--- src/rtl/rstseq_pkg.sv ---
package rstseq_pkg;

    typedef enum logic [2:0] {
        SQ_IDLE  = 3'd0,
        SQ_STAB  = 3'd1,
        SQ_DRIVE = 3'd2,
        SQ_HOLD  = 3'd3,
        SQ_EXT   = 3'd4
    } seq_state_e;

    // Bit order matches the status register: pin is bit 5, power-on is bit 0.
    typedef struct packed {
        logic pin;
        logic bad_addr;
        logic bad_op;
        logic wdog;
        logic lvd;
        logic por;
    } cause_t;

    localparam int unsigned NUM_CAUSE = 6;
    localparam logic [15:0] VEC_NORMAL  = 16'hFFFE;
    localparam logic [15:0] VEC_MONITOR = 16'hFEFE;

    function automatic logic is_long_cause(input cause_t c);
        return c.por | c.lvd;
    endfunction

    function automatic logic is_short_cause(input cause_t c);
        return c.wdog | c.bad_op | c.bad_addr;
    endfunction

    function automatic logic [15:0] vector_for(input logic mon);
        return mon ? VEC_MONITOR : VEC_NORMAL;
    endfunction

endpackage

--- src/rtl/rst_pin_qual.sv ---
module rst_pin_qual #(
    parameter int unsigned SYNC_STAGES = 2,
    parameter int unsigned PIN_QUAL    = 67
) (
    input  logic clk,
    input  logic rst,
    input  logic pin_n_async,
    input  logic inhibit,
    output logic pin_low,
    output logic qual
);
    localparam int unsigned QW = $clog2(PIN_QUAL + 1);

    logic [SYNC_STAGES-1:0] chain;
    logic [QW-1:0]          run_cnt;

    always_ff @(posedge clk) begin
        if (rst) chain <= '1;
        else     chain <= {chain[SYNC_STAGES-2:0], pin_n_async};
    end

    assign pin_low = ~chain[SYNC_STAGES-1];

    always_ff @(posedge clk) begin
        qual <= 1'b0;
        if (rst || inhibit || !pin_low) begin
            run_cnt <= '0;
        end else if (run_cnt == QW'(PIN_QUAL - 1)) begin
            run_cnt <= QW'(PIN_QUAL);
            qual    <= 1'b1;
        end else if (run_cnt != QW'(PIN_QUAL)) begin
            run_cnt <= run_cnt + 1'b1;
        end
    end


    inhibit_clear_chk: assert property (@(posedge clk) disable iff (rst)
        inhibit |=> (run_cnt == '0 && !qual));

    qual_needs_low_chk: assert property (@(posedge clk) disable iff (rst)
        qual |-> $past(pin_low));

endmodule

--- src/rtl/rst_seq_ctrl.sv ---
module rst_seq_ctrl
    import rstseq_pkg::*;
#(
    parameter int unsigned STAB_CYCLES  = 4096,
    parameter int unsigned DRIVE_CYCLES = 32,
    parameter int unsigned HOLD_CYCLES  = 32
) (
    input  logic   clk,
    input  logic   rst,
    input  cause_t evt,
    input  logic   pin_low,
    output logic   pin_drive,
    output logic   sys_rst,
    output logic   stab_phase,
    output logic   cnt_clr
);
    localparam int unsigned M1 = (STAB_CYCLES > DRIVE_CYCLES) ? STAB_CYCLES : DRIVE_CYCLES;
    localparam int unsigned MX = (M1 > HOLD_CYCLES) ? M1 : HOLD_CYCLES;
    localparam int unsigned CW = $clog2(MX + 1);

    seq_state_e    st, st_n;
    logic [CW-1:0] cnt, cnt_n;
    logic          long_req, short_req;

    assign long_req  = is_long_cause(evt);
    assign short_req = is_short_cause(evt);

    always_comb begin
        st_n  = st;
        cnt_n = cnt + 1'b1;
        unique case (st)
            SQ_IDLE: cnt_n = '0;
            SQ_STAB: if (cnt == CW'(STAB_CYCLES - 1)) begin
                st_n = SQ_DRIVE; cnt_n = '0;
            end
            SQ_DRIVE: if (cnt == CW'(DRIVE_CYCLES - 1)) begin
                st_n = SQ_HOLD; cnt_n = '0;
            end
            SQ_HOLD: if (cnt == CW'(HOLD_CYCLES - 1)) begin
                st_n = SQ_IDLE; cnt_n = '0;
            end
            SQ_EXT: begin
                cnt_n = '0;
                if (!pin_low) st_n = SQ_HOLD;
            end
            default: begin
                st_n = SQ_IDLE; cnt_n = '0;
            end
        endcase
        if (long_req) begin
            st_n = SQ_STAB; cnt_n = '0;
        end else if (short_req && st != SQ_STAB) begin
            st_n = SQ_DRIVE; cnt_n = '0;
        end else if (evt.pin && (st == SQ_IDLE || st == SQ_HOLD)) begin
            st_n = SQ_EXT; cnt_n = '0;
        end
    end

    always_ff @(posedge clk) begin
        if (rst) begin
            st      <= SQ_IDLE;
            cnt     <= '0;
            cnt_clr <= 1'b0;
        end else begin
            st      <= st_n;
            cnt     <= cnt_n;
            cnt_clr <= long_req | short_req;
        end
    end

    assign pin_drive  = (st == SQ_STAB) || (st == SQ_DRIVE);
    assign sys_rst    = (st != SQ_IDLE);
    assign stab_phase = (st == SQ_STAB);


    hold_after_drive_chk: assert property (@(posedge clk) disable iff (rst)
        $fell(pin_drive) |-> sys_rst);

    release_from_hold_chk: assert property (@(posedge clk) disable iff (rst)
        $fell(sys_rst) |-> $past(st == SQ_HOLD));

    stab_then_drive_chk: assert property (@(posedge clk) disable iff (rst)
        $fell(stab_phase) |-> (st == SQ_DRIVE));

    restart_chk: assert property (@(posedge clk) disable iff (rst)
        (short_req && !long_req && st != SQ_STAB) |=> (st == SQ_DRIVE && cnt == '0));

    clr_source_chk: assert property (@(posedge clk) disable iff (rst)
        cnt_clr |-> $past(long_req || short_req));

endmodule

--- src/rtl/rst_cause_log.sv ---
module rst_cause_log
    import rstseq_pkg::*;
(
    input  logic   clk,
    input  logic   rst,
    input  cause_t evt,
    input  logic   active,
    output cause_t status
);
    always_ff @(posedge clk) begin
        if (rst) begin
            status <= '0;
        end else if (evt != '0) begin
            if (evt.por || !active) status <= evt;
            else                    status <= status | evt;
        end
    end


    por_clears_chk: assert property (@(posedge clk) disable iff (rst)
        evt.por |=> (status == $past(evt)));

    sticky_while_active_chk: assert property (@(posedge clk) disable iff (rst)
        (active && !evt.por) |=> ((status & $past(status)) == $past(status)));

endmodule

--- src/rtl/rst_sequencer.sv ---
module rst_sequencer
    import rstseq_pkg::*;
#(
    parameter int unsigned STAB_CYCLES  = 4096,
    parameter int unsigned DRIVE_CYCLES = 32,
    parameter int unsigned HOLD_CYCLES  = 32,
    parameter int unsigned PIN_QUAL     = 67,
    parameter int unsigned SYNC_STAGES  = 2
) (
    input  logic        clk,
    input  logic        rst,
    input  logic        rst_pin_n_in,
    input  logic        por_evt,
    input  logic        lvd_evt,
    input  logic        wdog_evt,
    input  logic        bad_op_evt,
    input  logic        bad_addr_evt,
    input  logic        monitor_mode,
    output logic        rst_pin_drive,
    output logic        sys_rst,
    output logic        cnt_clr,
    output logic [15:0] reset_vec,
    output logic [5:0]  cause_status
);
    logic   pin_low, pin_qual, stab_phase;
    cause_t evt_all, status;

    assign evt_all = '{pin: pin_qual, bad_addr: bad_addr_evt, bad_op: bad_op_evt,
                       wdog: wdog_evt, lvd: lvd_evt, por: por_evt};

    rst_pin_qual #(.SYNC_STAGES(SYNC_STAGES), .PIN_QUAL(PIN_QUAL)) u_qual (
        .clk(clk), .rst(rst), .pin_n_async(rst_pin_n_in), .inhibit(stab_phase),
        .pin_low(pin_low), .qual(pin_qual));

    rst_seq_ctrl #(.STAB_CYCLES(STAB_CYCLES), .DRIVE_CYCLES(DRIVE_CYCLES),
                   .HOLD_CYCLES(HOLD_CYCLES)) u_ctrl (
        .clk(clk), .rst(rst), .evt(evt_all), .pin_low(pin_low),
        .pin_drive(rst_pin_drive), .sys_rst(sys_rst), .stab_phase(stab_phase),
        .cnt_clr(cnt_clr));

    rst_cause_log u_log (
        .clk(clk), .rst(rst), .evt(evt_all), .active(sys_rst), .status(status));

    assign cause_status = status;
    assign reset_vec    = vector_for(monitor_mode);


    vector_sel_chk: assert property (@(posedge clk) disable iff (rst)
        monitor_mode |-> (reset_vec[15:8] == 8'hFE && reset_vec[0] == 1'b0));

    ext_no_drive_chk: assert property (@(posedge clk) disable iff (rst)
        (pin_qual && !is_long_cause(evt_all) && !is_short_cause(evt_all) && !sys_rst)
        |=> (sys_rst && !rst_pin_drive && !cnt_clr));

endmodule

--- config.mk ---
export PLATFORM = sky130hd
export DESIGN_NAME = rst_sequencer
export DESIGN_NICKNAME = d
export VERILOG_FILES = /design/src/rtl/rstseq_pkg.sv /design/src/rtl/rst_pin_qual.sv /design/src/rtl/rst_seq_ctrl.sv /design/src/rtl/rst_cause_log.sv /design/src/rtl/rst_sequencer.sv
export SDC_FILE = /design/constraint.sdc
export NUM_CORES = 1
export LEC_CHECK = 0
export BUFFER_PORTS_ARGS = -buffer_cell sky130_fd_sc_hd__buf_2
export CORE_UTILIZATION = 49
export CTS_CLUSTER_SIZE = 24
export DETAILED_ROUTE_END_ITERATION = 6
export GPL_TIMING_DRIVEN = 0
export PLACE_DENSITY = 0.79
export RECOVER_POWER = 25
export SYNTH_ARGS = -nofsm -noshare
export SYNTH_HDL_FRONTEND = slang
export SYNTH_SLANG_ARGS = --single-unit
--- constraint.sdc ---
create_clock -name clk -period 1.7 [get_ports clk]
set_input_delay 0.34 -clock clk [delete_from_list [all_inputs] [get_ports clk]]
set_output_delay 0.34 -clock clk [all_outputs]
set_load 0.01 [all_outputs]
# After elaboration in Yosys (flattened, before gate mapping)
# Cells that the tools add are included.
# totals
elab_cells	82
in_bits	9
register_bits	33
out_inout_bits	25
# op_classes
n_addsub	2
reduce_logical	20
mux	16
eq_ne	24
n_bitwise	5
# op_table
operator	count
$mux 13	2
$pmux 13 s2	1
$mux 3	5
$pmux 3 s5	1
$reduce_and 5->1	3
$mux 7	2
$add 13x1->13 const B	1
$eq 13x12->1 const B	1
$eq 13x5->1 const B	1
$ne 4x2->1 const B	3
$ne 5x1->1 const B	2
$ne 5x2->1 const B	2
$mux 9	1
$ne 3x1->1 const B	3
$ne 3x2->1 const B	3
$ne 4x1->1 const B	2
$add 7x1->7 const B	1
$eq 7x7->1 const B	1
$ne 7x7->1 const B	1
$eq 3x2->1 const B	2
$mux 6	1
$or 6x6->6	1
$reduce_bool 6->1	1
$reduce_or 2->1	3
other kinds (14)	23

# Logic depth before layout (Yosys ltp)
# logic_depth
ltp_word	6
ltp_mapped	7
mapped_depth_nobuf	5

# Modules after synthesis
# Synthesis repeated with hierarchy kept, for this count alone.
# hier_totals
hier_cells	197
area_unflattened_um2	1726.7
# modules_own_cells
mod	instances	area_per_inst_um2	seq_area_each_um2	cells_per_inst
rst_seq_ctrl	1	908.4	340.3	103
rst_pin_qual	1	437.9	200.2	49
rst_cause_log	1	256.5	120.1	27
rst_sequencer	1	123.9	0.0	18

# Worst setup path after synthesis
# Ideal clock, no wire load.
# synth_path
path_kind	register to register
start	reg u_ctrl.cnt[0]
end	reg u_ctrl.cnt[12]
path_stages_with_launch	7
t_arrival_ns	1.693
required_time_ns	1.597
path_slack_ns	-0.096
period_less_slack_ns	1.796
path_buffers	1
setup_time_ns	0.103
cell_sequence	dfxtp_1 -> ha_1 -> and4_1 -> buf_6 -> a31oi_2 -> or3b_1 -> a2111oi_2
# synth_via
elab_chain_len	3
# synth_lines
item	line	rtl
start: declaration	rst_seq_ctrl.sv:22	logic [CW-1:0] cnt, cnt_n;
start signal: assignment	rst_seq_ctrl.sv:66	cnt <= cnt_n;
$add 13x1->13 (tied with other cells)	rst_seq_ctrl.sv:30	cnt_n = cnt + 1'b1;
$mux 13, on equally long branches	rst_seq_ctrl.sv:36, rst_seq_ctrl.sv:39, rst_seq_ctrl.sv:33	
$pmux 13 s2 (*)	rst_seq_ctrl.sv:31	unique case (st)
# Mark *: on every way between the ends. The rest lies on a longest branch, timed or not.
# A chain may end at the register's enable or synchronous reset.

# Worst setup path in the final report
# Ends and elaborated chain as after synthesis.

==> impl_metrics.env <==
export IMPL_status="completed"
export IMPL_finClkSkew_ps=9.72
export IMPL_clk_pin_slew_ps=100
export IMPL_multi_input_area_um2=1020
export IMPL_reg2reg_depth=5
export IMPL_internal_power_mw=1.22
export IMPL_cts_tree="built"
export IMPL_avgSynthCellArea_um2=8.80
export IMPL_maxCapViolations=0
export IMPL_dpl_cell_count=272
export IMPL_synth_top_area_share_pct=38.3
export IMPL_timing_slew_headroom_pct=53.6
export IMPL_clk_latency_ps=340
export IMPL_holdPathEnd="u_qual.chain[0]$_SDFF_PP1_"
export IMPL_pwr_share_clk_pct=38.4
export IMPL_syn_to_final_growth_pct=24.9
export IMPL_vias_per_cell=5.13
export IMPL_ys_types=49
export IMPL_async_reset_ff_share_pct=0
export IMPL_irDropWorstVdd_mv=0.544
export IMPL_yosys_warnings=0
export IMPL_synth_enable_flop_cells=0
export IMPL_arrival_ps=1920
export IMPL_numClockSinks=33
export IMPL_whs_path_depth=2
export IMPL_crit_required_ps=1950
export IMPL_nFillCells=301
export IMPL_synth_common_cells="dfxtp_1 (33), nor2_1 (18), buf_4 (15), nor3_1 (14)"
export IMPL_grt_pass1_vias=1235
export IMPL_grt_setup_unrepaired="yes"
export IMPL_dpl_hpwl_um=2230
export IMPL_critical_path_buf_inv_count=0
export IMPL_dr_pass1_iters=4
export IMPL_die_h_um=61.3
export IMPL_hold_worst_slack_ps=178
export IMPL_finalHoldViolCount=0
export IMPL_hp_start="rst_pin_n_in"
export IMPL_synth_cells=196
export IMPL_setup_violations=0
export IMPL_postCtsHoldBufs=0
export IMPL_antenna_found_initial=0
export IMPL_drv_slew=0
export IMPL_startpoint_type="flop"
export IMPL_cts_htree_levels=2
export IMPL_ff_latch_area_um2=664
export IMPL_finalCritPeriodShare_pct=97.9
export IMPL_synthTopCellsByArea="dfxtp_1 (38%), buf_4 (6.5%), xor2_1 (5.6%)"
export IMPL_ant_nets=0
export IMPL_syn_area_um2=1730
export IMPL_finalSetupTns_ps=0
export IMPL_synth_seq_cells=33
export IMPL_crit_family="simple AND/OR/NAND/NOR gates"
export IMPL_p_leak_nw=0.813
export IMPL_pwr_share_comb_pct=11.7
export IMPL_gp_congestion=0.809
export IMPL_r2r_start="u_ctrl.cnt[0]$_SDFF_PP0_"
export IMPL_grt_max_degree=11
export IMPL_routed_wl_um=3500
export IMPL_initial_core_util_pct=51.3
export IMPL_placement_io_buffers=17
export IMPL_route_detailed_drc=0
export IMPL_die_area_um2=3760
export IMPL_tightest_slew_ps=690
export IMPL_crit_type="flop to flop"
export IMPL_ys_seq_area_share_pct=38.3
export IMPL_antenna_cells=0
export IMPL_placed_area_um2=1930
export IMPL_worstReg2RegEnd="u_ctrl.cnt[12]$_SDFF_PP0_"
export IMPL_synthFlopType="dfxtp_1"
export IMPL_core_um2=3360
export IMPL_sw_frac_of_total_pct=23.5
export IMPL_final_area_um2=2160
export IMPL_p_per_area_nw_per_um2=741
export IMPL_p_seq_share_pct=49.9
export IMPL_hp_class="primary input to flop"
export IMPL_fin_util_pct=64.1
export IMPL_vias=1478
export IMPL_synth_top_cell_by_area="dfxtp_1"
export IMPL_io_pins=34
export IMPL_clockBufferDepth=2
export IMPL_grt_pass1_wl_um=5220
export IMPL_grt_use_total_pct=19.2
export IMPL_drtIter0Drc=41
export IMPL_nets=253
export IMPL_instances_no_fill=288
export IMPL_cp_max_fo=5
export IMPL_path_cells="ha_4 > and4_4 > a31oi_4 > or3b_4 > a2111oi_4"
export IMPL_crit_slowest_cell="or3b_4"
export IMPL_cts_root_buf="clkbuf_4"
export IMPL_avgRoutedWirePerCell_um=12.1
export IMPL_cpPeakStageDelay_ps=420
export IMPL_rrSetupSlack_ps=40
export IMPL_grt_overflow=0
export IMPL_post_route_min_period_ps=1660
export IMPL_layout_drive_gt1_share_pct=29.8
export IMPL_yosysMostFrequentCell="dfxtp_1"
export IMPL_fp_dieW_um=61.3
export IMPL_timing_fmax_ghz=0.601
export IMPL_p_sw_mw=0.375
export IMPL_num_rows=21
export IMPL_cts_buffers=5
export IMPL_end_kind="flop"
==> per-layer routing <==
layer	up-vias	global-route usage [%]	wire length, um
met4	0	7.62	34
met2	50	31.2	1670
met5	-	0	0
li1	759	-	-
met1	665	23.8	1580
met3	4	5.88	203
==> worst max-delay path by stage <==
stage / start / to / slack [ps] / depth (start not counted)
3_5_place_dp: bad_addr_evt / u_ctrl.cnt[3]$_SDFF_PP0_ / -170 / 7
3_3_place_gp: bad_addr_evt / u_ctrl.cnt[3]$_SDFF_PP0_ / -160 / 7
5_1_grt: u_ctrl.cnt[0]$_SDFF_PP0_ / u_ctrl.cnt[0]$_SDFF_PP0_ / -40 / 6
4_1_cts: u_ctrl.cnt[0]$_SDFF_PP0_ / u_ctrl.cnt[12]$_SDFF_PP0_ / -20 / 5
6_report: u_ctrl.cnt[0]$_SDFF_PP0_ / u_ctrl.cnt[12]$_SDFF_PP0_ / 40 / 5
2_1_floorplan: u_ctrl.cnt[0]$_SDFF_PP0_ / u_ctrl.cnt[12]$_SDFF_PP0_ / -30 / 6
==> cell families (layout without fill, tap and decap cells) <==
group                    Yosys count  count (layout)  share of synthesized area [%]
other                              2              15                          0.435
adder cells (fa/ha/maj)            4               4                           2.76
AND/OR/NAND/NOR                   79              79                           26.0
flip-flops                        33              33                           38.3
XOR/XNOR                          15              15                           7.61
multiplexers                       2               2                           1.23
buffers and inverters             29              62                           11.0
AO/OA/AOI/OAI                     32              32                           12.6
==> timing repair <==
item | in CTS | in global routing
buffers inserted | 5 | 4
gates cloned | 0 | 0
pin swaps | 3 | 5
gates resized for setup | 11 | 15
setup endpoints to repair | 13 | 19
==> worst reg2reg max path, delay by kind of cell, from the launching register on <==
kind | cells | cell delay [ps]
fa+ha+maj | 1 | 160
simple gates | 2 | 630
compound gates | 2 | 450
flops | 1 | 350
==> power groups by stage <==
stage	combinational, mW	clock (mW)	sequential, mW
3_3_place_gp	0.163	0	0.813
6_report	0.186	0.614	0.797
5_1_grt	0.207	0.653	0.799
3_5_place_dp	0.165	0	0.813
4_1_cts	0.171	0.627	0.796
2_1_floorplan	0.118	0	0.817
==> sequential cells by signal (all words and copies together), names as in the netlist <==
signal          count
u_ctrl.st           3
u_qual.chain        2
u_ctrl.cnt_clr      1
u_qual.qual         1
u_log.status        6
u_ctrl.cnt         13
u_qual.run_cnt      7
==> per-stage QoR <==
step	power, mW	setup WS [ps]
floorplan	0.934	-28.2
global placement	0.977	-162
detailed placement	0.979	-172
CTS	1.59	-21.2
global route	1.66	-41.3
finish	1.60	35.0
==> cell usage in the layout, fill, tap and decap left out, types with 3 or more instances in the layout <==
cell / instances
xnor2_1: 4
buf_2: 9
clkbuf_4: 6
conb_1: 15
nand3_1: 8
clkbuf_1: 11
xor2_1: 11
or3_1: 3
nand2_1: 6
nor3_1: 13
dfxtp_1: 30
dfxtp_2: 3
nor2_1: 18
buf_4: 25
or2_2: 3
nor4_1: 3
a31oi_1: 4
nand4_1: 3
o21ai_0: 3
inv_1: 5
a21oi_1: 10
==> cell type report <==
| class | count | share of cell area [%] |
|---|---|---|
| repair buffers | 26 | 6.62 |
| multi-input cells | 147 | 47.3 |
| flip-flops and latches | 33 | 30.8 |
| clock inverters | 1 | 1.39 |
| inverters | 5 | 0.871 |
| plain buffers | 23 | 7.78 |
| well taps | 46 | 2.67 |
| clock buffers | 7 | 2.55 |
Note: power is estimated with default switching activity, not from simulation.
